<file path="config.mk">
export PLATFORM = sky130hd
export DESIGN_NAME = gpio_edge_cap
export DESIGN_NICKNAME = d
export VERILOG_FILES = /design/src/rtl/gpio_edge_cap.sv
export SDC_FILE = /design/constraint.sdc
export NUM_CORES = 1
export LEC_CHECK = 0
export ABC_AREA = 1
export BUFFER_PORTS_ARGS = -buffer_cell sky130_fd_sc_hd__buf_4
export CORE_ASPECT_RATIO = 0.75
export CORE_MARGIN = 5
export CORE_UTILIZATION = 40
export CTS_CLUSTER_DIAMETER = 50
export CTS_CLUSTER_SIZE = 30
export DETAILED_ROUTE_END_ITERATION = 8
export PLACE_DENSITY = 0.57
export SLEW_MARGIN = 40
export SYNTH_ARGS = -nofsm -noshare
export SYNTH_HDL_FRONTEND = slang
export SYNTH_SLANG_ARGS = --single-unit
export TNS_END_PERCENT = 1
</file>
<file path="constraint.sdc">
create_clock -name clk -period 1.2 [get_ports clk]
set_input_delay 0.3 -clock clk [delete_from_list [all_inputs] [get_ports clk]]
set_output_delay 0.3 -clock clk [all_outputs]
set_load 0.02 [all_outputs]
</file>
<file path="src/rtl/gpio_edge_cap.sv">
module gpio_edge_cap #(
  parameter int NPINS     = 32,
  parameter int TRIG_MODE = 0,
  parameter int ADDR_W    = 5
) (
  input  logic              clk,
  input  logic              rst_n,
  input  logic [ADDR_W-1:0] addr,
  input  logic              wr_en,
  input  logic [31:0]       wr_data,
  input  logic              rd_en,
  output logic [31:0]       rd_data,
  input  logic [NPINS-1:0]  pin_in,
  output logic [NPINS-1:0]  pin_out,
  output logic [NPINS-1:0]  pin_oe,
  output logic              irq
);

  localparam logic [ADDR_W-1:0] OFF_DATA = ADDR_W'(0);
  localparam logic [ADDR_W-1:0] OFF_DIR  = ADDR_W'(4);
  localparam logic [ADDR_W-1:0] OFF_MASK = ADDR_W'(8);
  localparam logic [ADDR_W-1:0] OFF_CAP  = ADDR_W'(12);
  localparam bit LEVEL_MODE = (TRIG_MODE == 3);

  logic [NPINS-1:0] sync1, sync2, prev;
  logic [NPINS-1:0] data_q, dir_q, mask_q, cap_q;
  logic [NPINS-1:0] ev, clr;
  logic [31:0]      rd_next;

  wire sel_data = (addr == OFF_DATA);
  wire sel_dir  = (addr == OFF_DIR);
  wire sel_mask = (addr == OFF_MASK);
  wire sel_cap  = (addr == OFF_CAP);

  always_ff @(posedge clk or negedge rst_n)
    if (!rst_n) begin
      sync1 <= '0;
      sync2 <= '0;
      prev  <= '0;
    end else begin
      sync1 <= pin_in;
      sync2 <= sync1;
      prev  <= sync2;
    end

  generate
    if (TRIG_MODE == 0) begin : g_rise
      assign ev = sync2 & ~prev;
    end else if (TRIG_MODE == 1) begin : g_fall
      assign ev = ~sync2 & prev;
    end else if (TRIG_MODE == 2) begin : g_both
      assign ev = sync2 ^ prev;
    end else begin : g_level
      assign ev = '0;
    end
  endgenerate

  assign clr = (wr_en && sel_cap) ? wr_data[NPINS-1:0] : '0;

  always_ff @(posedge clk or negedge rst_n)
    if (!rst_n) begin
      data_q <= '0;
      dir_q  <= '0;
      mask_q <= '0;
      cap_q  <= '0;
    end else begin
      if (wr_en && sel_data) data_q <= wr_data[NPINS-1:0];
      if (wr_en && sel_dir)  dir_q  <= wr_data[NPINS-1:0];
      if (wr_en && sel_mask) mask_q <= wr_data[NPINS-1:0];
      cap_q <= (cap_q & ~clr) | ev;
    end

  always_comb begin
    rd_next = '0;
    if (rd_en) begin
      if (sel_data)      rd_next[NPINS-1:0] = sync2;
      else if (sel_dir)  rd_next[NPINS-1:0] = dir_q;
      else if (sel_mask) rd_next[NPINS-1:0] = mask_q;
      else if (sel_cap)  rd_next[NPINS-1:0] = cap_q;
    end
  end

  always_ff @(posedge clk or negedge rst_n)
    if (!rst_n) rd_data <= '0;
    else        rd_data <= rd_next;

  assign pin_out = data_q;
  assign pin_oe  = dir_q;
  assign irq     = LEVEL_MODE ? |(sync2 & mask_q) : |(cap_q & mask_q);


  rd_idle_zero_chk: assert property (@(posedge clk) disable iff (!rst_n)
    !rd_en |=> (rd_data == '0));


  oe_hold_chk: assert property (@(posedge clk) disable iff (!rst_n)
    !(wr_en && sel_dir) |=> $stable(pin_oe));


  cap_set_needs_event_chk: assert property (@(posedge clk) disable iff (!rst_n)
    ((cap_q & ~$past(cap_q) & ~$past(ev)) == '0));


  event_wins_clear_chk: assert property (@(posedge clk) disable iff (!rst_n)
    (ev != '0) |=> ((cap_q & $past(ev)) == $past(ev)));


  irq_needs_mask_chk: assert property (@(posedge clk) disable iff (!rst_n)
    irq |-> (mask_q != '0));

endmodule

</file>
After elaboration in Yosys (flattened, before gate mapping)
Cells that the tools add are included.
{ "word_totals": {"elab_cells": 29, "register_bits": 256, "inputBits": 73} }
{ "classes": {"n_eq_ne": 3, "muxes": 6, "bitwise_logic": 6, "n_reduce_logical": 6} }
{ "op_table": {"columns": ["operator", "n"], "rows": [
  ["$mux 32", 6],
  ["$and 32x32->32", 3],
  ["$not 32->32", 2],
  ["$or 32x32->32", 1],
  ["$reduce_or 32->1", 1],
  ["$eq 5x4->1 const B", 2],
  ["$eq 5x3->1 const B", 1],
  ["$logic_not 5->1", 1],
  ["$logic_and 1x1->1", 4]
]} }

Depth between registers and ports, before layout
Gate-level depths: netlist of the first run.
{ "logic_depth": {"word_depth": 6, "depth_mapped": 8, "ltp_nobuf": 7} }

Least setup slack after synthesis of the first run
No wires, ideal clock.
{ "synth_timing": {"path_kind": "input-to-reg", "start": "in addr[1]", "end": "reg data_q[10] (netlist: pin_out[10])", "arrival_time_ps": 1155, "path_buffers": 2, "path_slack_ps": -76, "stages": 6, "setup_time_ps": 121, "required_time_ps": 1079, "cell_sequence": "nor2_4 nand3_2 buf_2 buf_2 o21ai_1 nand2_1"} }
{ "synth_between": {"elab_chain_len": 2} }
{ "synth_rtl": {"columns": ["item", "line_no", "text"], "rows": [
  ["from (decl)", "8", "input logic [ADDR_W-1:0] addr,"],
  ["$logic_not 5->1", "30", "wire sel_data = (addr == OFF_DATA);"],
  ["$logic_and 1x1->1", "67", "if (wr_en && sel_data) data_q <= wr_data[NPINS-1:0];"],
  ["to (signal assigned)", "67", null],
  ["to (decl)", "26", "logic [NPINS-1:0] data_q, dir_q, mask_q, cap_q;"]
]} }
Every way passes these cells.
A chain may end at the register's enable or synchronous reset.

Worst setup path in the final report of the first run
{ "layout_timing": {"start": "reg cap_q[13]", "end": "out irq"} }
{ "layout_between": {"elab_chain_len": 2} }
{ "layout_rtl": {"columns": ["item", "line_no", "text"], "rows": [
  ["from (decl)", "26", null],
  ["from (signal assigned)", "70", "cap_q <= (cap_q & ~clr) | ev;"],
  ["$and 32x32->32", "89", "assign irq = LEVEL_MODE ? |(sync2 & mask_q) : |(cap_q & mask_q);"],
  ["$reduce_or 32->1", "89", null],
  ["to (decl)", "16", "output logic irq"]
]} }
Every way passes these cells.

==> results.sh, run 1 <==
export IMPL_post_place_ws_ns=-0.375
export IMPL_clk_path_buf_depth=3
export IMPL_tritoncts="done"
export IMPL_cp_end_kind="output pin"
export IMPL_p_comb_share_pct=18.3
export IMPL_grt_pass1_wl_um=48400
export IMPL_cts_sinks=256
export IMPL_required_ns=0.90
export IMPL_drtAntennaViolNets=0
export IMPL_worstSetupStartpointType="register"
export IMPL_ioPinCount=170
export IMPL_syn_avg_cell_area_um2=9.11
export IMPL_die_y_um=148
export IMPL_area_delta_synth_final_pct=40.4
export IMPL_remaining_drc_errors=0
export IMPL_dp_hpwl_um=20200
export IMPL_nets=1466
export IMPL_overflow=0
export IMPL_grt_start_max_net_pins=48
export IMPL_drt_vias_per_instance=4.96
export IMPL_synth_top_area_cell="dfrtp_1"
export IMPL_grt_usage_pct=20.8
export IMPL_power_leakage_nw=7.23
export IMPL_fin_skew_ns=0.0203
export IMPL_vdd_drop_max_mv=0.944
export IMPL_drive_above_1_share_pct=25.1
export IMPL_synth_main_ff_cell="dfrtp_1"
export IMPL_p_seq_share_pct=47.4
export IMPL_timing_final_crit_period_ns=1.88
export IMPL_violations="negative setup slack"
export IMPL_yosysMostFrequentCell="nand2_1"
export IMPL_numPortBuffers=169
export IMPL_async_flop_share_pct=100
export IMPL_antenna_found_initial=1
export IMPL_die_w_um=193
export IMPL_synth_seq_cells=256
export IMPL_dpl_cell_count=1663
export IMPL_pwr_density_cell_nw_per_um2=1490
export IMPL_multi_input_area_um2=3310
export IMPL_hold_violations=0
export IMPL_nFillCells=2299
export IMPL_status="complete, but fails checks"
export IMPL_switching_share_pct=28.4
export IMPL_slew_violations=0
export IMPL_regArea_um2=6410
export IMPL_rsz0062_at_grt="true"
export IMPL_clkLatencyLatePin_ns=0.52
export IMPL_ys_warn_count=0
export IMPL_cp_arrival_ns=1.58
export IMPL_p_sw_mw=6.00
export IMPL_ys_seq_area_share_pct=63.4
export IMPL_vias=8664
export IMPL_grt_pass1_vias=8679
export IMPL_slew_headroom_pct=73.9
export IMPL_synth_edf_count=0
export IMPL_p_int_mw=15.1
export IMPL_setup_viol=97
export IMPL_synthTopCellsByArea="dfrtp_1 63%, nand2_1 16%, nand4_1 5.9%, o21ai_0 4.7%, nor2_1 2.8%"
export IMPL_path_max_fanout=2
export IMPL_final_period_utilization_pct=157
export IMPL_rows=50
export IMPL_fmax_ghz=0.532
export IMPL_core_area_um2=24900
export IMPL_synth_nets=1181
export IMPL_synth_common_cells="437 x nand2_1, 256 x dfrtp_1, 96 x nand4_1, 94 x o21ai_0, 74 x nor2_1"
export IMPL_layoutNonFillerInstCount=1748
export IMPL_finalHoldWorstSlack_ns=0.0219
export IMPL_drt_iter0_drc=565
export IMPL_dieArea_um2=28600
export IMPL_syn_area_um2=10100
export IMPL_yosys_area_top_type_share_pct=63.4
export IMPL_hold_class="primary input to register"
export IMPL_worstMarginPinSlew_ns=0.391
export IMPL_ys_types=16
export IMPL_drtPass1Iterations=5
export IMPL_root_buffer="clkbuf_16"
export IMPL_synth_cells=1108
export IMPL_clk_pin_slew_ns=0.07
export IMPL_crit_type="register to output pin"
export IMPL_place_congestion=0.770
export IMPL_start_util_pct=40.6
export IMPL_cts_made_buffers=23
export IMPL_wl_um=30100
export IMPL_power_frac_clock_pct=34.3
export IMPL_routedWlPerCell_um=17.2
export IMPL_fin_ws_ns=-0.679
export IMPL_htreeDepth=1
export IMPL_cap_violations=0
-- metal layers --
metal / share of wire (%) / global-route usage [%] / up-vias / wire length, um
li1: - / - / 4175 / -
met1: 47 / 30.7 / 4163 / 14200
met3: 6.3 / 3.85 / 44 / 1890
met4: 2.2 / 4.49 / 0 / 663
met5: 0 / 0 / - / 0
met2: 44 / 32.5 / 282 / 13400
-- through the flow --
stage	setup TNS (ns)	area [um2]	util [%]	power, mW
global route	-18.40	14200	56.9	22.1
CTS	-17.32	14100	56.8	21.3
floorplan	-1.06	10100	-	11.5
finish	-14.96	14200	56.9	21.1
global placement	-37.54	12600	50.7	13.5
detailed placement	-45.72	12600	50.7	13.6
-- worst paths after layout --
kind	startpoint	to	slack, ns	cells past startpoint
max in group asynchronous	rst_n	pin_out[9]	0.35	3
hold / removal	wr_data[11]	pin_oe[11]	0.02	3
min in group asynchronous	rst_n	sync1[14]	0.22	2
setup reg to reg	cap_q[7]	rd_data[7]	0.16	6
setup / recovery	cap_q[13]	irq	-0.68	7
hold reg to reg	sync1[10]	sync2[10]	0.34	0
-- area by class of cell --
cell class	instances	area share (%)
diodes	1	0.0177
clock buffers	27	4.45
clock inverters	14	0.830
inverters	35	0.936
multi-input cells	746	23.3
flip-flops and latches	256	45.2
well taps	338	2.98
repair buffers	331	22.3
-- logic make-up after synthesis --
kind of cell | Yosys count | share of synthesized area (%)
AND/OR/NAND/NOR | 618 | 25.8
flip-flops | 256 | 63.4
AO/OA/AOI/OAI | 128 | 6.34
buffers and inverters | 106 | 4.40
-- critical path, stage by stage, from the launching register on --
cell and delay [ns]:
dfrtp_1 0.39, nand2_1 0.07, nand2_1 0.06, nor2_2 0.14, nand2_2 0.08, nor2_4 0.12, nand2_2 0.07, buf_6 0.13
-- what timing repair did --
| item | in CTS | in global routing |
|---|---|---|
| setup endpoints to repair | 97 | 97 |
| pin swaps | 5 | 5 |
| hold buffers | 39 | 0 |
| gates cloned | 0 | 0 |
| hold endpoints to repair | 286 | 0 |
| gates resized for setup | 104 | 3 |
| buffers inserted | 1 | 3 |
-- power by group through the flow --
stage	Clock, mW	Sequential (mW)	Combinational, mW
after global routing	7.75	10.1	4.24
after floorplan	0	10.5	0.994
final	7.23	10.0	3.86
after CTS	7.44	10.0	3.88
after global placement	0	10.1	3.44
after detailed placement	0	10.1	3.48
-- state kept, by name (all words and copies together), names as in the netlist --
signal   cells
cap_q       32
rd_data     32
prev        32
mask_q      32
pin_oe      32
pin_out     32
sync2       32
sync1       32
-- cell usage in the layout (no fill, tap or decap) --
master	n
buf_12	16
buf_4	178
buf_6	97
buf_8	1
clkbuf_16	23
clkbuf_8	4
clkinv_2	6
clkinv_4	1
clkinv_8	2
clkinvlp_4	3
dfrtp_1	255
dfrtp_2	1
diode_2	1
dlygate4sd3_1	39
inv_1	33
inv_2	1
inv_6	2
inv_8	1
nand2_1	434
nand2_2	3
nand3_1	1
nand3_2	2
nand3_4	1
nand4_1	96
nor2_1	69
nor2_2	4
nor2_4	8
o21ai_0	94
o21ai_1	34
Power figures use the tool's default switching activity.
==> inputs of run 2 (changes only) <==
REMOVE_ABC_BUFFERS = 1   (was unset)
==> run 2 against run 1 <==
Net effect: the run still ends with negative setup slack left; power increased by 2.6%; routed wire length decreased by 0.83%; sequential power about the same; worst setup slack got worse by 0.013 ns; clock power increased by 7.1%; clock skew decreased by 0.011 ns; critical path depth unchanged; register-to-register slack improved by 0.08 ns; largest power group unchanged.
==> results.sh, run 2 (same netlist as run 1, synthesis figures left out) <==
export IMPL_status="complete, but fails checks"
export IMPL_violations="negative setup slack"
export IMPL_drive_above_1_share_pct=25.0
export IMPL_die_w_um=193
export IMPL_nFillCells=2241
export IMPL_path_max_fanout=3
export IMPL_place_area_um2=12700
export IMPL_fmax_ghz=0.528
export IMPL_n_antenna_cell=0
export IMPL_slew_headroom_pct=75.0
export IMPL_final_core_util_pct=57.1
export IMPL_root_buffer="clkbuf_16"
export IMPL_final_common_cell="nand2_1"
export IMPL_reg2regPathDepth=5
export IMPL_worstSetupStartpointType="register"
export IMPL_cts_sinks=256
export IMPL_multi_input_area_um2=3320
export IMPL_nets=1455
export IMPL_crit_path_top_delay_cell="dfrtp_1"
export IMPL_slowest_delay_ns=0.40
export IMPL_grt_pass1_vias=8614
export IMPL_hold_class="primary input to register"
export IMPL_post_place_ws_ns=-0.277
export IMPL_rows=50
export IMPL_routedWlPerCell_um=17.2
export IMPL_wl_um=29800
export IMPL_required_ns=0.90
export IMPL_grt_start_max_net_pins=44
export IMPL_start_util_pct=40.6
export IMPL_path_cells="nand2_1, nand2_2, nor2_2, nand2_2, nor2_2, nand2_2, buf_6"
export IMPL_vdd_drop_max_mv=0.952
export IMPL_antenna_found_initial=0
export IMPL_cts_made_buffers=22
export IMPL_finalHoldWorstSlack_ns=0.0152
export IMPL_remaining_drc_errors=0
export IMPL_core_area_um2=24900
export IMPL_area_delta_synth_final_pct=40.8
export IMPL_vias=8592
export IMPL_startpoint="cap_q[27]"
export IMPL_crit_type="register to output pin"
export IMPL_slew_violations=0
export IMPL_drtAntennaViolNets=0
export IMPL_dp_hpwl_um=19500
export IMPL_drtPass1Iterations=5
export IMPL_finalSetupTns_ns=-14.96
export IMPL_grt_pass1_wl_um=48400
export IMPL_design_area_um2=14200
export IMPL_clk_pin_slew_ns=0.08
export IMPL_final_cell_mix="432 x nand2_1, 256 x dfrtp_1, 167 x buf_4, 97 x buf_6, 96 x nand4_1"
export IMPL_total_power_mw=21.7
export IMPL_overflow=0
export IMPL_reg2reg_from="cap_q[7]"
export IMPL_dpl_cell_count=1661
export IMPL_fin_ws_ns=-0.693
export IMPL_cp_arrival_ns=1.59
export IMPL_tritoncts="done"
export IMPL_endpoint="irq"
export IMPL_fin_skew_ns=0.00971
export IMPL_place_congestion=0.785
export IMPL_pwr_density_cell_nw_per_um2=1520
export IMPL_r2r_setup_slack_ns=0.24
export IMPL_clkLatencyLatePin_ns=0.51
export IMPL_hold_violations=0
export IMPL_cap_violations=0
export IMPL_drt_vias_per_instance=4.95
export IMPL_layoutNonFillerInstCount=1736
export IMPL_numPortBuffers=169
export IMPL_clk_path_buf_depth=3
export IMPL_dieArea_um2=28600
export IMPL_final_period_utilization_pct=158
export IMPL_rsz0062_at_grt="true"
export IMPL_htreeDepth=1
export IMPL_drt_iter0_drc=614
export IMPL_r2r_end="rd_data[7]"
export IMPL_regArea_um2=6410
export IMPL_grt_usage_pct=20.8
export IMPL_path_common_cell="nand2_2"
export IMPL_power_leakage_nw=7.24
export IMPL_timing_final_crit_period_ns=1.89
export IMPL_cp_end_kind="output pin"
export IMPL_ioPinCount=170
export IMPL_die_y_um=148
export IMPL_setup_viol=97
export IMPL_worstMarginPinSlew_ns=0.374
run 2: worst min-delay path by stage:
stage,end,cells past startpoint,from
3_5_place_dp,pin_out[30],1,rst_n
6_report,pin_oe[17],3,wr_data[17]
4_1_cts,pin_oe[0],3,wr_data[0]
5_1_grt,pin_oe[20],3,wr_data[20]
3_3_place_gp,pin_out[30],1,rst_n
2_1_floorplan,cap_q[0],0,rst_n
run 2: timing repair:
action	4_1_cts	5_1_grt
buffers inserted	1	0
setup endpoints to repair	97	97
hold buffers	34	0
gates resized for setup	99	11
endpoints found under the hold margin	97	0
pin swaps	6	8
run 2: critical path, delay by kind of cell, from the launching register on:
kind / cells / cell delay [ns]
and+or+nand+nor: 6 / 0.54
DFF: 1 / 0.40
buffers and inverters: 1 / 0.13
run 2: where the power goes:
| part | switching [mW] | total, mW | internal (mW) |
|---|---|---|---|
| logic | 2.09 | 3.93 | 1.85 |
| clock network | 3.54 | 7.74 | 4.20 |
| registers | 0.556 | 9.99 | 9.43 |
| total | 6.18 | 21.7 | 15.5 |
run 2: cell type report:
class                      count  area share, %
timing repair buffer         321           22.1
clock inverter                14           1.39
sequential                   256           45.1
clock buffer                  26           4.20
inverter                      35          0.933
tap                          338           2.98
multi-input combinational    746           23.3
run 2: metal layers:
layer	GRT usage [%]	up-vias	share of wire (%)
li1	-	4151	-
met4	3.47	0	1.6
met2	33.5	236	46
met3	3.26	36	5.6
met1	30.7	4169	47
met5	0	-	0
